`config.mk`:
```
export PLATFORM = sky130hd
export DESIGN_NAME = dc_top
export DESIGN_NICKNAME = d
export VERILOG_FILES = /design/src/rtl/dc_pkg.sv /design/src/rtl/dc_lru.sv /design/src/rtl/dc_store.sv /design/src/rtl/dc_top.sv
export SDC_FILE = /design/constraint.sdc
export NUM_CORES = 2
export LEC_CHECK = 0
export ABC_CLOCK_PERIOD_IN_PS = 7800
export BUFFER_PORTS_ARGS = -buffer_cell sky130_fd_sc_hd__buf_2
export CAP_MARGIN = 20
export CORE_UTILIZATION = 60
export CTS_CLUSTER_SIZE = 14
export DETAILED_ROUTE_END_ITERATION = 8
export HOLD_SLACK_MARGIN = 0.12
export PLACE_DENSITY = 0.8
export SLEW_MARGIN = 25
export SYNTH_ARGS = -nofsm -noshare
export SYNTH_HDL_FRONTEND = slang
export SYNTH_SLANG_ARGS = --single-unit
```
`constraint.sdc`:
```
create_clock -name clk_i -period 7.8 [get_ports clk_i]
set_input_delay 0.78 -clock clk_i [delete_from_list [all_inputs] [get_ports clk_i]]
set_output_delay 0.78 -clock clk_i [all_outputs]
set_load 0.005 [all_outputs]
```
`src/rtl/dc_pkg.sv`:
```
package dc_pkg;
  localparam int WAYS  = 4;
  localparam int WAY_W = 2;

  typedef enum logic [2:0] {
    S_IDLE, S_LOOK, S_WB, S_FILL, S_BUS, S_RESP
  } dc_state_e;
endpackage

```
`src/rtl/dc_lru.sv`:
```
module dc_lru
  import dc_pkg::*;
#(
  parameter int SETS  = 4,
  parameter int SET_W = $clog2(SETS)
) (
  input  logic             clk_i,
  input  logic             rst_ni,
  input  logic [SET_W-1:0] set_i,
  input  logic             touch_i,
  input  logic [WAY_W-1:0] touch_way_i,
  input  logic [WAYS-1:0]  valid_i,
  input  logic [WAYS-1:0]  lock_i,
  output logic [WAY_W-1:0] victim_o,
  output logic             victim_ok_o
);
  // age 0 = most recent; ages in a set are always a permutation
  logic [WAY_W-1:0] age_q [SETS][WAYS];

  always_ff @(posedge clk_i or negedge rst_ni) begin
    if (!rst_ni) begin
      for (int s = 0; s < SETS; s++)
        for (int w = 0; w < WAYS; w++)
          age_q[s][w] <= WAY_W'(w);
    end else if (touch_i) begin
      for (int w = 0; w < WAYS; w++) begin
        if (WAY_W'(w) == touch_way_i)
          age_q[set_i][w] <= '0;
        else if (age_q[set_i][w] < age_q[set_i][touch_way_i])
          age_q[set_i][w] <= age_q[set_i][w] + 1'b1;
      end
    end
  end

  always_comb begin
    logic             found;
    logic             have;
    logic [WAY_W-1:0] best;
    found    = 1'b0;
    have     = 1'b0;
    best     = '0;
    victim_o = '0;
    for (int w = 0; w < WAYS; w++) begin
      if (!found && !valid_i[w] && !lock_i[w]) begin
        victim_o = WAY_W'(w);
        found    = 1'b1;
      end
    end
    if (!found) begin
      for (int w = 0; w < WAYS; w++) begin
        if (!lock_i[w] && (!have || age_q[set_i][w] > best)) begin
          victim_o = WAY_W'(w);
          best     = age_q[set_i][w];
          have     = 1'b1;
        end
      end
    end
    victim_ok_o = found | have;
  end

  AST_VICTIM_FREE: assert property (@(posedge clk_i) disable iff (!rst_ni)
    victim_ok_o |-> !lock_i[victim_o]);

  AST_TOUCH_MRU: assert property (@(posedge clk_i) disable iff (!rst_ni)
    touch_i |=> (age_q[$past(set_i)][$past(touch_way_i)] == '0));
endmodule

```
`src/rtl/dc_store.sv`:
```
module dc_store
  import dc_pkg::*;
#(
  parameter int SETS       = 4,
  parameter int LINE_WORDS = 4,
  parameter int SET_W      = $clog2(SETS),
  parameter int OFF_W      = $clog2(LINE_WORDS),
  parameter int TAG_W      = 26
) (
  input  logic                       clk_i,
  input  logic                       rst_ni,
  input  logic [SET_W-1:0]           set_i,
  input  logic [OFF_W-1:0]           off_i,
  output logic [WAYS-1:0]            valid_o,
  output logic [WAYS-1:0]            dirty_o,
  output logic [WAYS-1:0]            lock_o,
  output logic [WAYS-1:0][TAG_W-1:0] tag_o,
  output logic [WAYS-1:0][31:0]      word_o,
  input  logic                       data_we_i,
  input  logic [WAY_W-1:0]           data_way_i,
  input  logic [OFF_W-1:0]           data_off_i,
  input  logic [31:0]                data_i,
  input  logic                       meta_we_i,
  input  logic [WAY_W-1:0]           meta_way_i,
  input  logic                       meta_valid_i,
  input  logic                       meta_dirty_i,
  input  logic                       meta_lock_i,
  input  logic [TAG_W-1:0]           meta_tag_i
);
  logic [WAYS-1:0]  valid_q [SETS];
  logic [WAYS-1:0]  dirty_q [SETS];
  logic [WAYS-1:0]  lock_q  [SETS];
  logic [TAG_W-1:0] tag_q   [SETS][WAYS];
  logic [31:0]      data_q  [SETS][WAYS][LINE_WORDS];

  always_ff @(posedge clk_i or negedge rst_ni) begin
    if (!rst_ni) begin
      for (int s = 0; s < SETS; s++) begin
        valid_q[s] <= '0;
        dirty_q[s] <= '0;
        lock_q[s]  <= '0;
        for (int w = 0; w < WAYS; w++) tag_q[s][w] <= '0;
      end
    end else if (meta_we_i) begin
      valid_q[set_i][meta_way_i] <= meta_valid_i;
      dirty_q[set_i][meta_way_i] <= meta_dirty_i;
      lock_q[set_i][meta_way_i]  <= meta_lock_i;
      tag_q[set_i][meta_way_i]   <= meta_tag_i;
    end
  end

  always_ff @(posedge clk_i) begin
    if (data_we_i) data_q[set_i][data_way_i][data_off_i] <= data_i;
  end

  always_comb begin
    valid_o = valid_q[set_i];
    dirty_o = dirty_q[set_i];
    lock_o  = lock_q[set_i];
    for (int w = 0; w < WAYS; w++) begin
      tag_o[w]  = tag_q[set_i][w];
      word_o[w] = data_q[set_i][w][off_i];
    end
  end

  AST_LOCK_STICKY: assert property (@(posedge clk_i) disable iff (!rst_ni)
    (meta_we_i && lock_o[meta_way_i]) |-> (meta_lock_i || !meta_valid_i));
endmodule

```
`src/rtl/dc_top.sv`:
```
module dc_top
  import dc_pkg::*;
#(
  parameter int ADDR_W     = 32,
  parameter int SETS       = 4,
  parameter int LINE_WORDS = 4
) (
  input  logic              clk_i,
  input  logic              rst_ni,
  input  logic              req_valid_i,
  input  logic              req_we_i,
  input  logic [ADDR_W-1:0] req_addr_i,
  input  logic [31:0]       req_wdata_i,
  input  logic              req_cacheable_i,
  input  logic              req_wt_i,
  input  logic              req_lock_i,
  output logic              done_o,
  output logic [31:0]       rdata_o,
  output logic              mem_req_o,
  output logic              mem_we_o,
  output logic [ADDR_W-1:0] mem_addr_o,
  output logic [31:0]       mem_wdata_o,
  input  logic              mem_ack_i,
  input  logic [31:0]       mem_rdata_i
);
  localparam int SET_W = $clog2(SETS);
  localparam int OFF_W = $clog2(LINE_WORDS);
  localparam int TAG_W = ADDR_W - SET_W - OFF_W - 2;

  dc_state_e         state_q;
  logic [ADDR_W-1:0] q_addr;
  logic [31:0]       q_wdata;
  logic              q_we, q_cach, q_wt, q_lock;
  logic [OFF_W-1:0]  beat_q;
  logic [WAY_W-1:0]  vic_q;
  logic [31:0]       rdata_q;

  logic [OFF_W-1:0] q_off;
  logic [SET_W-1:0] q_set;
  logic [TAG_W-1:0] q_tag;
  assign q_off = q_addr[OFF_W+1:2];
  assign q_set = q_addr[OFF_W+2 +: SET_W];
  assign q_tag = q_addr[ADDR_W-1 -: TAG_W];

  logic [WAYS-1:0]            valid_w, dirty_w, lock_w, hit_vec;
  logic [WAYS-1:0][TAG_W-1:0] tag_w;
  logic [WAYS-1:0][31:0]      word_w;
  logic [OFF_W-1:0]           rd_off;
  logic                       data_we, meta_we, meta_valid, meta_dirty, meta_lock;
  logic [WAY_W-1:0]           data_way, meta_way, hit_way, victim;
  logic [OFF_W-1:0]           data_off;
  logic [31:0]                data_in;
  logic [TAG_W-1:0]           meta_tag;
  logic                       touch, victim_ok, hit, last_beat;
  logic [WAY_W-1:0]           touch_way;

  assign rd_off    = (state_q == S_WB) ? beat_q : q_off;
  assign last_beat = (beat_q == OFF_W'(LINE_WORDS - 1));

  dc_store #(.SETS(SETS), .LINE_WORDS(LINE_WORDS), .SET_W(SET_W), .OFF_W(OFF_W),
             .TAG_W(TAG_W)) u_store (
    .clk_i, .rst_ni, .set_i(q_set), .off_i(rd_off),
    .valid_o(valid_w), .dirty_o(dirty_w), .lock_o(lock_w), .tag_o(tag_w), .word_o(word_w),
    .data_we_i(data_we), .data_way_i(data_way), .data_off_i(data_off), .data_i(data_in),
    .meta_we_i(meta_we), .meta_way_i(meta_way), .meta_valid_i(meta_valid),
    .meta_dirty_i(meta_dirty), .meta_lock_i(meta_lock), .meta_tag_i(meta_tag)
  );

  dc_lru #(.SETS(SETS), .SET_W(SET_W)) u_lru (
    .clk_i, .rst_ni, .set_i(q_set), .touch_i(touch), .touch_way_i(touch_way),
    .valid_i(valid_w), .lock_i(lock_w), .victim_o(victim), .victim_ok_o(victim_ok)
  );

  for (genvar w = 0; w < WAYS; w++) begin : g_cmp
    assign hit_vec[w] = valid_w[w] && (tag_w[w] == q_tag);
  end

  always_comb begin
    hit_way = '0;
    for (int w = 0; w < WAYS; w++) if (hit_vec[w]) hit_way = WAY_W'(w);
  end
  assign hit = |hit_vec;

  always_comb begin
    data_we = 1'b0; data_way = hit_way; data_off = q_off; data_in = q_wdata;
    meta_we = 1'b0; meta_way = hit_way; meta_valid = 1'b1;
    meta_dirty = dirty_w[hit_way]; meta_lock = lock_w[hit_way]; meta_tag = q_tag;
    touch = 1'b0; touch_way = hit_way;
    mem_req_o = 1'b0; mem_we_o = 1'b0; mem_addr_o = '0; mem_wdata_o = '0;
    unique case (state_q)
      S_LOOK: if (q_cach && hit) begin
        touch   = 1'b1;
        data_we = q_we;
        if (q_lock || (q_we && !q_wt)) begin
          meta_we    = 1'b1;
          meta_dirty = dirty_w[hit_way] | (q_we & ~q_wt);
          meta_lock  = lock_w[hit_way] | q_lock;
        end
      end
      S_WB: begin
        mem_req_o   = 1'b1;
        mem_we_o    = 1'b1;
        mem_addr_o  = {tag_w[vic_q], q_set, beat_q, 2'b00};
        mem_wdata_o = word_w[vic_q];
        if (mem_ack_i && last_beat) begin
          meta_we = 1'b1; meta_way = vic_q; meta_valid = 1'b0;
          meta_dirty = 1'b0; meta_lock = 1'b0; meta_tag = tag_w[vic_q];
        end
      end
      S_FILL: begin
        mem_req_o  = 1'b1;
        mem_addr_o = {q_tag, q_set, beat_q, 2'b00};
        if (mem_ack_i) begin
          data_we = 1'b1; data_way = vic_q; data_off = beat_q; data_in = mem_rdata_i;
          if (last_beat) begin
            meta_we = 1'b1; meta_way = vic_q; meta_dirty = 1'b0; meta_lock = q_lock;
            touch = 1'b1; touch_way = vic_q;
          end
        end
      end
      S_BUS: begin
        mem_req_o   = 1'b1;
        mem_we_o    = q_we;
        mem_addr_o  = {q_addr[ADDR_W-1:2], 2'b00};
        mem_wdata_o = q_wdata;
      end
      default: ;
    endcase
  end

  always_ff @(posedge clk_i or negedge rst_ni) begin
    if (!rst_ni) begin
      state_q <= S_IDLE;
      q_addr <= '0; q_wdata <= '0;
      q_we <= 1'b0; q_cach <= 1'b0; q_wt <= 1'b0; q_lock <= 1'b0;
      beat_q <= '0; vic_q <= '0; rdata_q <= '0;
    end else begin
      unique case (state_q)
        S_IDLE: if (req_valid_i) begin
          q_addr <= req_addr_i; q_wdata <= req_wdata_i; q_we <= req_we_i;
          q_cach <= req_cacheable_i; q_wt <= req_wt_i; q_lock <= req_lock_i;
          state_q <= S_LOOK;
        end
        S_LOOK: begin
          beat_q <= '0;
          if (!q_cach) state_q <= S_BUS;
          else if (hit) begin
            if (!q_we) rdata_q <= word_w[hit_way];
            state_q <= (q_we && q_wt) ? S_BUS : S_RESP;
          end else if (q_we || !victim_ok) state_q <= S_BUS;
          else begin
            vic_q   <= victim;
            state_q <= (valid_w[victim] && dirty_w[victim]) ? S_WB : S_FILL;
          end
        end
        S_WB: if (mem_ack_i) begin
          beat_q <= last_beat ? '0 : beat_q + 1'b1;
          if (last_beat) state_q <= S_FILL;
        end
        S_FILL: if (mem_ack_i) begin
          if (beat_q == q_off) rdata_q <= mem_rdata_i;
          beat_q <= beat_q + 1'b1;
          if (last_beat) state_q <= S_RESP;
        end
        S_BUS: if (mem_ack_i) begin
          if (!q_we) rdata_q <= mem_rdata_i;
          state_q <= S_RESP;
        end
        default: state_q <= S_IDLE;
      endcase
    end
  end

  assign done_o  = (state_q == S_RESP);
  assign rdata_o = rdata_q;

  AST_HIT_ONEHOT: assert property (@(posedge clk_i) disable iff (!rst_ni)
    (state_q == S_LOOK) |-> $onehot0(hit_vec));
  AST_FILL_NOT_PINNED: assert property (@(posedge clk_i) disable iff (!rst_ni)
    (state_q == S_FILL) |-> !lock_w[vic_q]);
  AST_FILL_CLEAN: assert property (@(posedge clk_i) disable iff (!rst_ni)
    (state_q == S_FILL) |-> !(valid_w[vic_q] && dirty_w[vic_q]));
  AST_NC_NO_ARRAY: assert property (@(posedge clk_i) disable iff (!rst_ni)
    (data_we || meta_we || touch) |-> q_cach);
  AST_BUS_HOLD: assert property (@(posedge clk_i) disable iff (!rst_ni)
    (mem_req_o && !mem_ack_i) |=> (mem_req_o && $stable(mem_addr_o) &&
                                   $stable(mem_we_o) && $stable(mem_wdata_o)));
  AST_DONE_PULSE: assert property (@(posedge clk_i) disable iff (!rst_ni)
    done_o |=> !done_o);
endmodule

```
==> results <==
- The part of the power in combinational logic is 35.7%.
- The signal on the critical path passes through buf_12 -> buf_4 -> buf_12 -> mux4_2 -> and2_1 -> a211oi_1 -> a31oi_1 -> mux4_2 -> a22o_1 -> buf_2.
- The area of the placeable core is 0.184 sq mm.
- The worst setup path is captured at a primary output.
- The highest achievable clock rate is 142 MHz.
- The classification of the worst setup path is reg -> out.
- Once the floorplan was initialized, standard cells occupied 60.7% of the core.
- The critical path starts at q_addr[4].
- The tree is rooted in a sky130_fd_sc_hd__clkbuf_16.
- The worst setup path is launched from a flip-flop.
- After synthesis, the share of cell area in mux cells is 19.6%.
- The clock skew after layout is 0.101 ns.
- The analysis attributes to cell leakage a power of 43.9 nW.
- The synthesis-to-finish area growth is 12.4%.
- The cell count after synthesis came out at 6535.
- The HPWL after detailed placement is 176 mm.
- The die covers 0.188 sq mm.
- In this run the critical register-to-register path is launched from q_addr[4].
- The maximum clock path buffer count is 4.
- The total of endpoints with negative setup slack in the final report is 0.
- The final critical-path share of the clock period is 90.5%.
- The finished cells cover 0.126 sq mm.
- In the synthesized netlist the dominant register cell turns out to be sky130_fd_sc_hd__edfxtp_1.
- The final-report max-slew violation count is 0.
- The number of remaining DRC errors is 0.
- The number of nets at the end of the flow is 6919.
- The CTS clock-pin slew for the worst setup and hold paths is 0.06 ns.
- The total clock sinks is 2649.
- The share of layout cells above drive strength 1 is 24.3%.
- The kind of cell adding the most delay to the critical path is buffers and inverters.
- After routing, the total negative slack on setup checks comes to 0 ns.
- Counting the buffers created by CTS gives 280.
- The final weighted congestion of routability-driven global placement is 0.940.
- The design internal power is 0.0308 W.
- The post-layout instance count excluding filler cells is 9478.
- In the final layout, the multi-input gates occupy 0.0329 sq mm.
- The mean instance size in the synthesized netlist is 17.1 sq um.
- The xor and xnor area share after synthesis is 0.800%.
- The clock latency at the later pin of the worst-skew pair is 0.95 ns.
- The number of optimization iterations in the first detailed-route pass is 6.
- The arrival time of data at the critical path endpoint is 6.28 ns.
- The all-layer global routing usage is 34.2%.
- The share of power burned in the clock network is 26.5%.
- For this run the aggregate overflow at the end of global routing stands at 0.
- The first global-routing pass estimated 457 mm of wire.
- The die height is 433 microns.
- Row generation in the floorplan step produced 157 rows.
- Counting the fill cells in the layout gives 11100.
- In this run the most critical hold path is launched from req_addr_i[17].
- The detail-routed net length per standard cell is 33.6 microns.
- The compound-cell area share of the yosys netlist is 4.26%.
- After layout, the worst setup slack is 0.739 ns.
- Entering global routing, the biggest net connects 155 pins.
- The via count of the first global-routing pass came to 67000.
- The flow ran to the end, and the final reports show no timing, DRC or antenna violations.
- The via count is 65400.
- The routed design could run at a clock period as short as 7.06 ns.
- The fraction of synthesis flops using an asynchronous set or reset pin is 22.7%.
- After synthesis, the netlist uses 91 different library cells.
- Pin placement for this block handled 203 I/O pins.
- Before CTS, the worst setup slack after placement is 1.11 ns.
- In this run switching power makes up 35.6% of total power.
- Counting flops with a built-in enable in the synthesized netlist gives 2048.
- STA puts the critical path data required time at 7.02 ns.
- The first routing iteration left 9425 violations.
- The critical path's slowest cell is sky130_fd_sc_hd__dfrtp_4.
- The total power after layout is 0.0478 W.
- The die is 433 microns wide.
- The buffer and inverter count on the worst path is 4.
- The post-synthesis instance area is 0.112 sq mm.
- Once the clock tree was built, the resizer swapped 0 gates to a different size.
- The largest family of logic cells by synthesized area is multiplexers.
- The ratio of routed vias to standard cells is 6.90.
- The largest single stage delay on the critical path is 0.80 ns.
- In this run, synthesis produced a sequential element count of 2649.
- TritonCTS built the clock tree.
- The count of warnings emitted by yosys is 0.
- During placement, the flow inserted port buffers numbering 198.
- The H-tree was split into 5 levels.
- The number of hold violations in the final report is 0.
- The total power divided by cell area is 380 mW/mm^2.
- The initial antenna violation count was 17.
- In this run the worst hold path is classified as in -> reg.
- At the pin with the least slew margin, the transition time is 1.17 ns.
- Summing all flip-flop and latch instances after layout gives 0.0766 sq mm.
- The wire length after detailed routing is 318 mm.
- The max-slew headroom at the worst pin is 21.9%.
- The count of nets left with antenna violations once routing finished came out at 0.
- Summed over all nets, the switching power comes to 0.0170 W.
- After Yosys synthesis, and, or, nand and nor cells account for 3.84% of the synthesized area.
- The placed instance count is 8924.
- The share of the yosys chip area belonging to registers is 68.5%.
- The share of total power in sequential cells is 37.8%.
- The tool flagged a number of max-cap violations equal to 0.
- The highest ir drop seen on vdd is 0.000362 V.
- Setup repair after global routing left no endpoint under its margin.
- The area share of fa/ha/maj cells after synthesis is 0.121%.
- Of all nets on the critical path, the largest fanout is 94.
- The placed standard-cell area is 0.116 sq mm.
metrics by stage:
stage / hold slack (ns) / utilization [%]
6_report: 0.194 / 68.2
5_1_grt: 0.189 / 68.2
4_1_cts: 0.138 / 68.1
3_5_place_dp: 0.463 / 63.2
3_3_place_gp: 0.456 / 63.1
2_1_floorplan: 0.443 / -
cell families (layout without fill, tap and decap cells):
family | count (synthesis) | in the layout
simple gates | 966 | 966
flops | 2649 | 2649
xor+xnor | 102 | 102
fa+ha+maj | 11 | 11
compound gates | 733 | 733
buf+inv | 734 | 1192
other cells | 1 | 22
mux | 1339 | 1339
routing by layer:
layer	GRT usage, %	vias to the layer above	wire, microns
li1	-	25900	-
met1	41.6	33300	105000
met2	54.6	4967	154000
met3	7.88	1184	34600
met4	23.5	12	24600
met5	0	-	75
final timing paths:
path                                         end  slack [ns]  cells after the start
max in group asynchronous            q_wdata[19]        5.82                      4
min in group asynchronous      u_store.tag_q[62]        0.39                      2
max                               mem_wdata_o[0]        0.74                     10
min reg2reg                       u_lru.age_q[4]        0.47                      2
min                                   q_addr[17]        0.19                      3
max reg2reg                u_store.data_q[3][17]        1.06                     13
sequential cells by signal, summed over array words and instances, names as in the netlist:
signal,count
beat_q,2
q_addr,30
q_cach,1
q_lock,1
q_wdata,32
q_we,1
q_wt,1
rdata_o,32
state_q,3
u_lru.age_q,32
u_store.data_q,2048
u_store.dirty_q,16
u_store.lock_q,16
u_store.tag_q,416
u_store.valid_q,16
vic_q,2
timing repair:
item / CTS / global route
setup buffers: 0 / 0
endpoints found under the hold margin: 171 / 0
hold buffers: 59 / 0
Yosys cell counts (9+ instances only):
cell type	count	area share, %
sky130_fd_sc_hd__nor4_1	10	0.056
sky130_fd_sc_hd__mux2i_1	564	5.1
sky130_fd_sc_hd__buf_1	45	0.15
sky130_fd_sc_hd__o21ai_1	45	0.20
sky130_fd_sc_hd__xor2_1	19	0.15
sky130_fd_sc_hd__a211oi_1	65	0.44
sky130_fd_sc_hd__a31oi_1	72	0.40
sky130_fd_sc_hd__dfrtp_1	585	13
sky130_fd_sc_hd__mux4_2	665	13
sky130_fd_sc_hd__nand2b_1	12	0.067
sky130_fd_sc_hd__and2_1	67	0.38
sky130_fd_sc_hd__buf_6	23	0.23
sky130_fd_sc_hd__a22oi_1	36	0.24
sky130_fd_sc_hd__and3_1	9	0.050
sky130_fd_sc_hd__nand4_1	26	0.15
sky130_fd_sc_hd__o21ai_0	271	1.2
sky130_fd_sc_hd__dfstp_2	16	0.38
sky130_fd_sc_hd__nor3_1	11	0.049
sky130_fd_sc_hd__a21oi_1	35	0.16
sky130_fd_sc_hd__mux2_2	102	1.0
sky130_fd_sc_hd__ha_1	10	0.11
sky130_fd_sc_hd__nor2b_1	45	0.25
sky130_fd_sc_hd__a21o_1	9	0.060
sky130_fd_sc_hd__o31ai_1	52	0.35
sky130_fd_sc_hd__xnor2_1	83	0.65
sky130_fd_sc_hd__buf_4	34	0.23
sky130_fd_sc_hd__nand3_1	29	0.13
sky130_fd_sc_hd__nand2_1	597	2.0
sky130_fd_sc_hd__inv_1	282	0.95
sky130_fd_sc_hd__nor2_1	115	0.39
sky130_fd_sc_hd__a22o_1	54	0.42
sky130_fd_sc_hd__o22ai_1	15	0.084
sky130_fd_sc_hd__buf_2	120	0.54
sky130_fd_sc_hd__edfxtp_1	2048	55
sky130_fd_sc_hd__clkbuf_1	227	0.76
layout make-up:
cell class	count	area share (%)
inverters	285	0.854
clock inverters	114	0.707
diodes	20	0.0399
clock buffers	357	6.03
well taps	2464	2.46
multi-input cells	3153	26.2
repair buffers	436	2.74
flip-flops and latches	2649	61.0
layout by cell type (no fill, tap or decap), drive strengths merged, types with 10 or more instances in the layout:
cell type	Yosys	final
clkbuf	227	357
o21ai	319	319
a21oi	37	37
nor2	123	123
a211oi	65	65
clkinv	2	90
and2	68	68
a22o	54	54
nand2b	12	12
bufinv	0	13
inv	283	286
mux2i	564	564
clkinvlp	0	10
edfxtp	2048	2048
diode	0	20
o22ai	15	15
nor4	12	12
ha	10	10
dfrtp	585	585
nand4	27	27
nor2b	45	45
nor3	11	11
o31ai	54	54
xor2	19	19
a22oi	37	37
xnor2	83	83
dfstp	16	16
mux4	665	665
dlygate4sd3	0	59
nand3	31	31
buf	222	377
mux2	110	110
a31oi	73	73
nand2	597	597
worst min-delay path, stage by stage:
cell and delay, ns:
sky130_fd_sc_hd__buf_2 0.08, sky130_fd_sc_hd__nand2_1 0.09, sky130_fd_sc_hd__o21ai_0 0.10
power groups by stage:
stage               logic (W)  registers (W)  clock network [W]
global placement       0.0158         0.0184                  0
global route           0.0176         0.0181             0.0132
CTS                    0.0166         0.0181             0.0127
detailed placement     0.0162         0.0184                  0
finish                 0.0170         0.0181             0.0127
floorplan              0.0108         0.0179                  0
No activity file was read; power rests on OpenSTA's default activity.
